--- src/rtl/idx_pkg.sv ---
package idx_pkg;

    localparam int unsigned POS_W  = 7;
    localparam int unsigned QTR_W  = POS_W - 2;
    localparam int unsigned MAG_W  = 5;
    localparam int unsigned MODE_W = 3;
    localparam int unsigned FINEST = 5;

    localparam logic [POS_W-1:0] QUARTER_TURN = POS_W'(1 << QTR_W);
    localparam logic [POS_W-1:0] HOME_POS     = POS_W'(1 << (QTR_W - 1));

    typedef struct packed {
        logic             neg;
        logic [MAG_W-1:0] mag;
    } setpoint_t;

    function automatic logic [POS_W-1:0] stride_of(input logic [MODE_W-1:0] m);
        if (m >= MODE_W'(FINEST))
            return POS_W'(1);
        return POS_W'(1) << (MODE_W'(FINEST) - m);
    endfunction

    function automatic logic [POS_W-1:0] anchor_of(input logic [MODE_W-1:0] m);
        return (m == '0) ? HOME_POS : '0;
    endfunction

    function automatic logic [MAG_W-1:0] quarter_sine(input logic [QTR_W:0] k);
        case (k)
            6'd0:  return 5'd0;   6'd1:  return 5'd2;   6'd2:  return 5'd3;
            6'd3:  return 5'd5;   6'd4:  return 5'd6;   6'd5:  return 5'd8;
            6'd6:  return 5'd9;   6'd7:  return 5'd10;  6'd8:  return 5'd12;
            6'd9:  return 5'd13;  6'd10: return 5'd15;  6'd11: return 5'd16;
            6'd12: return 5'd17;  6'd13: return 5'd18;  6'd14: return 5'd20;
            6'd15: return 5'd21;  6'd16: return 5'd22;  6'd17: return 5'd23;
            6'd18: return 5'd24;  6'd19: return 5'd25;  6'd20: return 5'd26;
            6'd21: return 5'd27;  6'd22: return 5'd27;  6'd23: return 5'd28;
            6'd24: return 5'd29;  6'd25: return 5'd29;  6'd26: return 5'd30;
            6'd27: return 5'd30;  6'd28: return 5'd30;  default: return 5'd31;
        endcase
    endfunction

    function automatic setpoint_t winding_at(input logic [POS_W-1:0] p);
        logic [QTR_W:0] k;
        setpoint_t      r;
        if (p[QTR_W])
            k = (QTR_W+1)'(1 << QTR_W) - {1'b0, p[QTR_W-1:0]};
        else
            k = {1'b0, p[QTR_W-1:0]};
        r.mag = quarter_sine(k);
        r.neg = p[POS_W-1] & (r.mag != '0);
        return r;
    endfunction

endpackage

--- src/rtl/idx_sync.sv ---
module idx_sync #(
    parameter int unsigned W = 1,
    parameter logic [W-1:0] RST_VAL = '0
) (
    input  logic         clk,
    input  logic         rst,
    input  logic [W-1:0] d,
    output logic [W-1:0] q
);
    logic [W-1:0] meta;

    always_ff @(posedge clk) begin
        if (rst) begin
            meta <= RST_VAL;
            q    <= RST_VAL;
        end else begin
            meta <= d;
            q    <= meta;
        end
    end
endmodule

--- src/rtl/idx_sequencer.sv ---
module idx_sequencer
    import idx_pkg::*;
(
    input  logic              clk,
    input  logic              rst,
    input  logic              step_s,
    input  logic              dir_s,
    input  logic [MODE_W-1:0] mode_s,
    input  logic              enable_n_s,
    output logic [POS_W-1:0]  pos_q,
    output logic [POS_W-1:0]  pos_nxt,
    output logic              fire
);
    logic             step_d;
    logic [POS_W-1:0] stride;
    logic [POS_W-1:0] offset;

    assign fire   = step_s & ~step_d & ~enable_n_s;
    assign stride = stride_of(mode_s);
    assign offset = (pos_q - anchor_of(mode_s)) & (stride - POS_W'(1));

    always_comb begin
        if (dir_s)
            pos_nxt = pos_q + (stride - offset);
        else if (offset == '0)
            pos_nxt = pos_q - stride;
        else
            pos_nxt = pos_q - offset;
    end

    always_ff @(posedge clk) begin
        if (rst) begin
            step_d <= 1'b0;
            pos_q  <= HOME_POS;
        end else begin
            step_d <= step_s;
            if (fire)
                pos_q <= pos_nxt;
        end
    end
endmodule

--- src/rtl/idx_winding.sv ---
module idx_winding
    import idx_pkg::*;
#(
    parameter logic [POS_W-1:0] PHASE = '0
) (
    input  logic             clk,
    input  logic             rst,
    input  logic [POS_W-1:0] pos_q,
    input  logic [POS_W-1:0] pos_nxt,
    input  logic             fire,
    output setpoint_t        sp,
    output logic             falling
);
    setpoint_t sp_nxt;

    assign sp     = winding_at(pos_q + PHASE);
    assign sp_nxt = winding_at(pos_nxt + PHASE);

    always_ff @(posedge clk) begin
        if (rst)
            falling <= 1'b0;
        else
            falling <= fire && (sp_nxt.mag < sp.mag);
    end
endmodule

--- src/rtl/stepper_indexer.sv ---
module stepper_indexer
    import idx_pkg::*;
(
    input  logic              clk,
    input  logic              rst,
    input  logic              step_in,
    input  logic              dir_in,
    input  logic [MODE_W-1:0] mode_in,
    input  logic              enable_n,
    output logic              home_n,
    output logic [POS_W-1:0]  pos_out,
    output logic              a_neg,
    output logic [MAG_W-1:0]  a_mag,
    output logic              b_neg,
    output logic [MAG_W-1:0]  b_mag,
    output logic              a_falling,
    output logic              b_falling
);
    localparam int unsigned SYNC_W = MODE_W + 3;
    localparam int unsigned NWIND  = 2;
    localparam logic [SYNC_W-1:0] SYNC_RST = SYNC_W'(1) << (SYNC_W - 1);
    localparam logic [POS_W-1:0] PHASES [NWIND] = '{QUARTER_TURN, '0};

    logic [SYNC_W-1:0] raw_in, sync_out;
    logic              step_s, dir_s, enable_n_s;
    logic [MODE_W-1:0] mode_s;
    logic [POS_W-1:0]  pos_q, pos_nxt;
    logic              fire;
    setpoint_t         sp   [NWIND];
    logic              fall [NWIND];

    assign raw_in = {enable_n, mode_in, dir_in, step_in};
    assign {enable_n_s, mode_s, dir_s, step_s} = sync_out;

    idx_sync #(.W(SYNC_W), .RST_VAL(SYNC_RST)) u_sync (
        .clk(clk), .rst(rst), .d(raw_in), .q(sync_out)
    );

    idx_sequencer u_seq (
        .clk(clk), .rst(rst), .step_s(step_s), .dir_s(dir_s),
        .mode_s(mode_s), .enable_n_s(enable_n_s),
        .pos_q(pos_q), .pos_nxt(pos_nxt), .fire(fire)
    );

    for (genvar w = 0; w < NWIND; w++) begin : g_wind
        idx_winding #(.PHASE(PHASES[w])) u_wind (
            .clk(clk), .rst(rst), .pos_q(pos_q), .pos_nxt(pos_nxt),
            .fire(fire), .sp(sp[w]), .falling(fall[w])
        );
    end

    assign pos_out   = pos_q;
    assign home_n    = (pos_q != HOME_POS);
    assign a_neg     = sp[0].neg;
    assign a_mag     = sp[0].mag;
    assign b_neg     = sp[1].neg;
    assign b_mag     = sp[1].mag;
    assign a_falling = fall[0];
    assign b_falling = fall[1];
endmodule

--- config.mk ---
export PLATFORM = sky130hd
export DESIGN_NAME = stepper_indexer
export DESIGN_NICKNAME = d
export VERILOG_FILES = /design/src/rtl/idx_pkg.sv /design/src/rtl/idx_sync.sv /design/src/rtl/idx_sequencer.sv /design/src/rtl/idx_winding.sv /design/src/rtl/stepper_indexer.sv
export SDC_FILE = /design/constraint.sdc
export NUM_CORES = 1
export LEC_CHECK = 0
export ABC_AREA = 1
export BUFFER_PORTS_ARGS = -buffer_cell sky130_fd_sc_hd__buf_2
export CAP_MARGIN = 20
export CORE_ASPECT_RATIO = 1.1
export CORE_MARGIN = 3
export CORE_UTILIZATION = 40
export CTS_BUF_LIST = sky130_fd_sc_hd__clkbuf_2 sky130_fd_sc_hd__clkbuf_4 sky130_fd_sc_hd__clkbuf_8
export DETAILED_ROUTE_END_ITERATION = 16
export GPL_ROUTABILITY_DRIVEN = 0
export PLACE_DENSITY = 0.64
export SLEW_MARGIN = 40
export SYNTH_ARGS = -nofsm -noshare
export SYNTH_HDL_FRONTEND = slang
export SYNTH_HIERARCHICAL = 1
export SYNTH_SLANG_ARGS = --single-unit
--- constraint.sdc ---
create_clock -name clk -period 9.9 [get_ports clk]
set_input_delay 0 -clock clk [delete_from_list [all_inputs] [get_ports clk]]
set_output_delay 0 -clock clk [all_outputs]
set_load 0.01 [all_outputs]
---- After elaboration in Yosys (flattened, before gate mapping) ----
Memory sizes are Yosys's and may differ from the RTL's.
Cells that the tools add are included.
W data, S select, Z words.
storage, ports and cells
  logic and storage cells ................. 55
  memories ................................ 4
  ROM bits ................................ 640
  output and inout bits ................... 22
  register bits after elaboration ......... 22
  bits of input ports ..................... 8
operators by class
  reduce and logical (&&, ||, !) cells .... 6
  multiplexer cells ....................... 14
  add/sub/neg operators ................... 13
  shift operators ......................... 1
  bitwise operators ....................... 7
  eq/ne operators ......................... 1
  $lt $le $gt $ge ......................... 3
memories
  name              depth  bits a word  rd ports  clocked after memory_dff  wr ports  line           text
  (name not given)  32     5            1         0                         0         idx_pkg.sv:28  case (k)
  (name not given)  32     5            1         0                         0         idx_pkg.sv:28
  (name not given)  32     5            1         0                         0         idx_pkg.sv:28
  (name not given)  32     5            1         0                         0         idx_pkg.sv:28
operators with widths
  kind                   count
  $mux W7                4
  $sub A7 B7 Y7          4
  $mux W5                5
  $mux W6                4
  $sub A6 B5 Y6 const A  4
  $lt A5 B5 Y1           2
  $reduce_bool A5 Y1     2
  $add A7 B6 Y7 const B  1
  $add A7 B7 Y7          1
  $and A7 B7 Y7          1
  $logic_not A7 Y1       1
  $ne A7 B5 Y1 const B   1
  $shl A1 B3 Y7 const A  1
  $sub A7 B1 Y7 const B  1
  $add A6 B6 Y6 const B  1
  $and A1 B1 Y1          4
  $ge A3 B3 Y1 const B   1
  $logic_not A3 Y1       1
  $sub A3 B3 Y3 const A  1
  $logic_and A1 B1 Y1    2
  $not A1 Y1             2
  $mux W1                1

---- Longest topological paths before layout ----
An unclocked memory read counts as a cell.
  depth after elaboration ................. 15
  gate-level depth with buffers ........... 41

---- Cells and area by module ----
Netlist, hierarchy kept.
modules (own cells, without submodules)
  module                           seq. area each (sq um)  cells an instance  area each (sq um)  instances
  idx_sequencer                    160.2                   243                1,569.0            1
  idx_winding at g_wind[0].u_wind  20.0                    205                1,112.3            1
  idx_winding at g_wind[1].u_wind  20.0                    199                1,102.3            1
  idx_sync                         240.2                   38                 345.3              1
  stepper_indexer                  0.0                     11                 41.3               1

---- Least setup slack after synthesis ----
Ideal clock, no wire load.
  path kind ............................... register -> register
  from .................................... register u_sync.q[3]
  to ...................................... register g_wind[0].u_wind.falling
  path slack .............................. 4.451 ns
  setup time .............................. 0.070 ns
  clock period less this slack ............ 5.449 ns
  arrival ................................. 5.379 ns
  data required time ...................... 9.830 ns
  cell stages (with the launch flop) ...... 33
  cells stage by stage .................... dfxtp_1 -> inv_2 -> ha_1 -> nand3_2 -> nand2_1 -> inv_1 -> ha_1 -> nor2_1 -> a21oi_1 -> nand2_1 -> nor2_2 -> nand2_1 -> nor2_2 -> inv_1 -> o21a_1 -> ha_1 -> a21oi_1 -> nand2_1 -> nand2_1 -> nand2_1 -> a21oi_1 -> nor2_1 -> o21ai_0 -> inv_1 -> nand2_1 -> nand2_1 -> ha_1 -> o21ai_0 -> nand3_1 -> ha_1 -> a2111oi_0 -> nand3_1 -> a21oi_1
between the ends
  elaborated cells on any way between the ends .. 24
  those cells by class .................... 9 x add/sub; 2 x order compare; 1 x shift; 7 x mux; 1 x bitwise; 3 x reduce/logical; 1 x memory
RTL lines
  element                                        line                                      text
  start: declaration                             idx_sync.sv:8                             output logic [W-1:0] q
  start signal: assignment                       idx_sync.sv:18                            q <= meta;
  $sub A3 B3 Y3 or $ge A3 B3 Y1 (tied branches)  idx_pkg.sv:20, idx_pkg.sv:18
  $shl A1 B3 Y7 or $mux W1 (tied branches)       idx_pkg.sv:20, idx_pkg.sv:18
  $mux W7                                        idx_pkg.sv:20                             return POS_W'(1) << (MODE_W'(FINEST) - m);
  $sub A7 B1 Y7                                  idx_sequencer.sv:20                       assign offset = (pos_q - anchor_of(mode_s)) & (stride - POS_W'(1));
  $and A7 B7 Y7                                  idx_sequencer.sv:20
  $sub A7 B7 Y7, or another cell as far along    idx_sequencer.sv:24                       pos_nxt = pos_q + (stride - offset);
  $add A7 B7 Y7 or $mux W7 (tied branches)       idx_sequencer.sv:24, idx_sequencer.sv:25
  $mux W7 (*)                                    idx_sequencer.sv:23                       if (dir_s)
  net pos_nxt[5]                                 stepper_indexer.sv:27                     logic [POS_W-1:0] pos_q, pos_nxt;
  $add A6 B6 Y6 (*)                              idx_winding.sv:17                         assign sp_nxt = winding_at(pos_nxt + PHASE);
  $mux W6 (*)                                    idx_pkg.sv:45                             if (p[QTR_W])
  $mem_v2 Z32 W5                                 --
  $mux W5 (*)                                    idx_pkg.sv:28
  $lt A5 B5 Y1 (*)                               idx_winding.sv:23                         falling <= fire && (sp_nxt.mag < sp.mag);
  $logic_and A1 B1 Y1 (*)                        idx_winding.sv:23
  end signal: assignment                         idx_winding.sv:23
  end: declaration                               idx_winding.sv:12                         output logic falling
Mark *: on every way through the listed nets, which the timed path passes. The rest lies on a longest branch.
A chain may end at the register's enable or synchronous reset.

---- Worst setup path after layout ----
Same ends and word-level chain as after synthesis.

==> impl_summary.md <==
Routing
The number of DRC markers after the initial detailed-route iteration is between 150 and 200. In this run the remaining antenna-violating nets after routing total 0. Detailed routing inserted a total of ~4300 vias.

The mean routed wirelength per cell is 11.7 um. The total detailed-routing wirelength is around 10000 um. The total iterations of the first detailed-routing run is 6.

The post-detailed-route DRC marker count is 0. The detail-routed via count per cell is approximately 4.9.

Min path
The path with the worst hold slack has its endpoint at u_seq/step_d. The instance count along the most critical hold path is 2. The worst min-delay path startpoint is rst.

The path class of the tightest hold or removal check is in2reg.

Logic synthesis
The synthesized area divided by synthesized cell count is between 5 and 6 um2. The total number of yosys warnings is 6. The synthesized cell area is roughly 0.0042 mm2. The number of nets in the synthesized netlist is approximately 760. The number of instances in the synthesized netlist is around 700.

Place
The number of port buffers is 29. The half-perimeter wire length after placement is approximately 8100 um. Including well taps, the total number of placed cells is 856.

Power and ir drop
For this design the ratio of total power to cell area is ~120 mW/mm2. For this design the static power due to leakage is between 2 and 3 nW. The worst-case vdd ir drop is about 0.063 mV.

Floorplanning
For this design the top-level I/O count stands at 30. The die covers between 0.01 and 0.015 mm2. The cell row count is 38. The vertical extent of the die is between 100 and 150 um.

The effective utilization at floorplan is a little over 40%. The area of the core is between 0.01 and 0.015 mm2. The die is just over 100 um wide.

Global routing
For this run the aggregate overflow at the end of global routing stands at 0. The largest net degree at the start of global routing is 22. The wire length of the first global-routing pass is ~18000 um. Global routing used about 18% of the available tracks. The via count of the first global-routing pass is 3990. The number of antenna violations at the first check in global routing is 0.

Timing
Adding up every negative setup slack in the final design gives 0 ns. The worst setup skew after layout is about 0.0067 ns. The normalized max-slew margin is between 50 and 60%.

The actual slew at the worst max-slew pin is around 0.72 ns. The final count of pins violating max slew is 0. Based on the critical path, the design can be clocked at up to about 0.17 GHz. The smallest clock period supported by the final layout is computed as 6.02 ns.

The number of failing setup endpoints in the final timing report is 0. Setup repair after global routing left no endpoint under its margin. Of the available clock period, the critical path in the final layout requires 60.8%.

The count of final hold-check violations is 0. The final-layout worst hold slack is between 0.1 and 0.15 ns.

Clocking
In this run the number of H-tree levels came out at 1. The maximum buffer depth of the clock tree is 2. TritonCTS built the clock tree. The clock buffer count from CTS is 3. The cell sitting at the root of the clock tree is a clkbuf_8. The clock net sink count is 22. The post-cts gate resize count is 0.

The clock latency of the later-clocked register in the worst-skew pair is ~0.27 ns. The clock-pin slew on the worst setup and hold paths is 0.09 ns.

Outcome
The flow ran to the end, and the final reports show no timing, DRC or antenna violations.

Critical path
The worst-path maximum fanout is 11. The depth of the worst register-to-register path is 31. The cell with the biggest individual delay on the critical path is o21ai_1. The endpoint identified for the worst register-to-register timing path is g_wind[0].u_wind/falling. STA classifies the critical path endpoint as a flip-flop. Data on the critical path arrives at its endpoint at ~6.2 ns. The setup slack on the worst flop-to-flop path is about 3.9 ns. In this run the critical register-to-register path is launched from u_sync/q[3]. The required arrival time at the worst endpoint is approximately 10 ns. For this run, the slowest stage of the critical path takes roughly 0.56 ns. The classification of the worst setup path is reg2reg.

Among the stages of the critical path, the cell type that occurs most often is nand2_1. The type of origin of the critical path is a flip-flop.

Flow run
The count of max-cap constraint violations is 0.

Cells and area
Compared with the post-synthesis result, the final layout area differs by 8.86%. The share of the core filled with cells in the final layout is a little under half. The fraction of final layout cells sized beyond drive strength 1 is 15.4%. The count of placed standard cells in the final layout, fillers left out is 866. After filler insertion, the fill cell instance count of the layout stands at 1043.

The count of antenna diodes in the layout is 0. The final layout net count is slightly below 800.
worst max-delay path: cells and delay by family, from the launching register on:
family                     cells  cell delay [ns]
adders and majority gates      5             1.56
and+or+nand+nor               14             1.44
AOI/OAI and AO/OA              8             2.00
DFF                            1             0.42
buffers and inverters          4             0.50
where the power goes:
group	switching [W]	internal (W)	leakage (nW)	total [W]
sequential	0.00000321	0.0000913	0.181	0.0000945
clock	0.0000324	0.0000541	0.0357	0.0000865
combinational	0.000229	0.000127	2.29	0.000356
total	0.000264	0.000272	2.51	0.000537
cells in the final DEF, fill, tap and decap left out, types with 2 or more instances in the layout:
cell             n
clkbuf_8         3
dfxtp_1         21
nand3b_1         6
nand3_4          4
inv_4            2
a21oi_1         24
nand2_2         18
inv_1          126
or2_2            2
o21ai_0         38
a211oi_1         3
dlygate4sd3_1    6
o211ai_1         4
nand2_1        180
nand2_4          7
a31oi_1          4
nor2_2          11
nor3_2           2
nand3_1         71
nor3_1           2
inv_2            8
o21ai_1          6
xnor2_1          2
ha_1            50
xor2_1           5
nand3_2         17
nor2_1          49
buf_4            2
buf_2           29
o21ai_2          2
nand4_1          5
a21boi_0         2
fa_1             2
worst max path at each step:
stage | cells after the start | start | slack (ns) | to
floorplan | 32 | u_sync/q[3] | 4.45 | g_wind[0].u_wind/falling
global placement | 32 | u_sync/q[3] | 3.97 | g_wind[0].u_wind/falling
detailed placement | 31 | u_sync/q[3] | 3.96 | g_wind[0].u_wind/falling
CTS | 31 | u_sync/q[3] | 3.94 | g_wind[0].u_wind/falling
global route | 32 | u_sync/q[3] | 3.04 | g_wind[0].u_wind/falling
finish | 31 | u_sync/q[3] | 3.88 | g_wind[0].u_wind/falling
sequential cells by signal, indices dropped and copies added, names as in the netlist:
name and flops:
u_seq/pos_q 7, u_sync/meta 6, u_sync/q 6, g_wind.u_wind/falling 2, u_seq/step_d 1
final cells by class:
| cell class | instances | area, um2 | area share (%) |
|---|---|---|---|
| Clock buffer | 3 | 41.3 | 0.910 |
| Clock inverter | 1 | 30.0 | 0.662 |
| Inverter | 137 | 519 | 11.4 |
| Multi-Input combinational cell | 526 | 3110 | 68.5 |
| Sequential cell | 22 | 442 | 9.74 |
| Tap cell | 140 | 175 | 3.86 |
| Timing Repair Buffer | 37 | 220 | 4.86 |
per-stage QoR:
stage / power, W / cell area, um2 / worst slack (ns)
final: 0.000537 / 4540 / 3.88
after detailed placement: 0.000448 / 4400 / 3.96
after CTS: 0.000539 / 4530 / 3.94
after global placement: 0.000440 / 4400 / 3.97
after global routing: 0.000606 / 4540 / 3.04
after floorplan: 0.000380 / 4170 / 4.45
metal layers:
layer | part of all wire [%] | up-vias | routed length (um) | global-route usage, %
met4 | 1.6 | 0 | 160 | 3.71
li1 | - | 2277 | - | -
met3 | 2.9 | 16 | 295 | 1.73
met5 | 0 | - | 0 | 0
met2 | 48 | 79 | 4900 | 32.0
met1 | 47 | 1897 | 4760 | 23.6
what timing repair did:
item                                    in CTS  in global routing
hold buffers                                 6                  0
endpoints found under the hold margin        6                  0
endpoints found under the setup margin       0                  0
setup buffers                                0                  0
(Power assumes the default switching activity.)
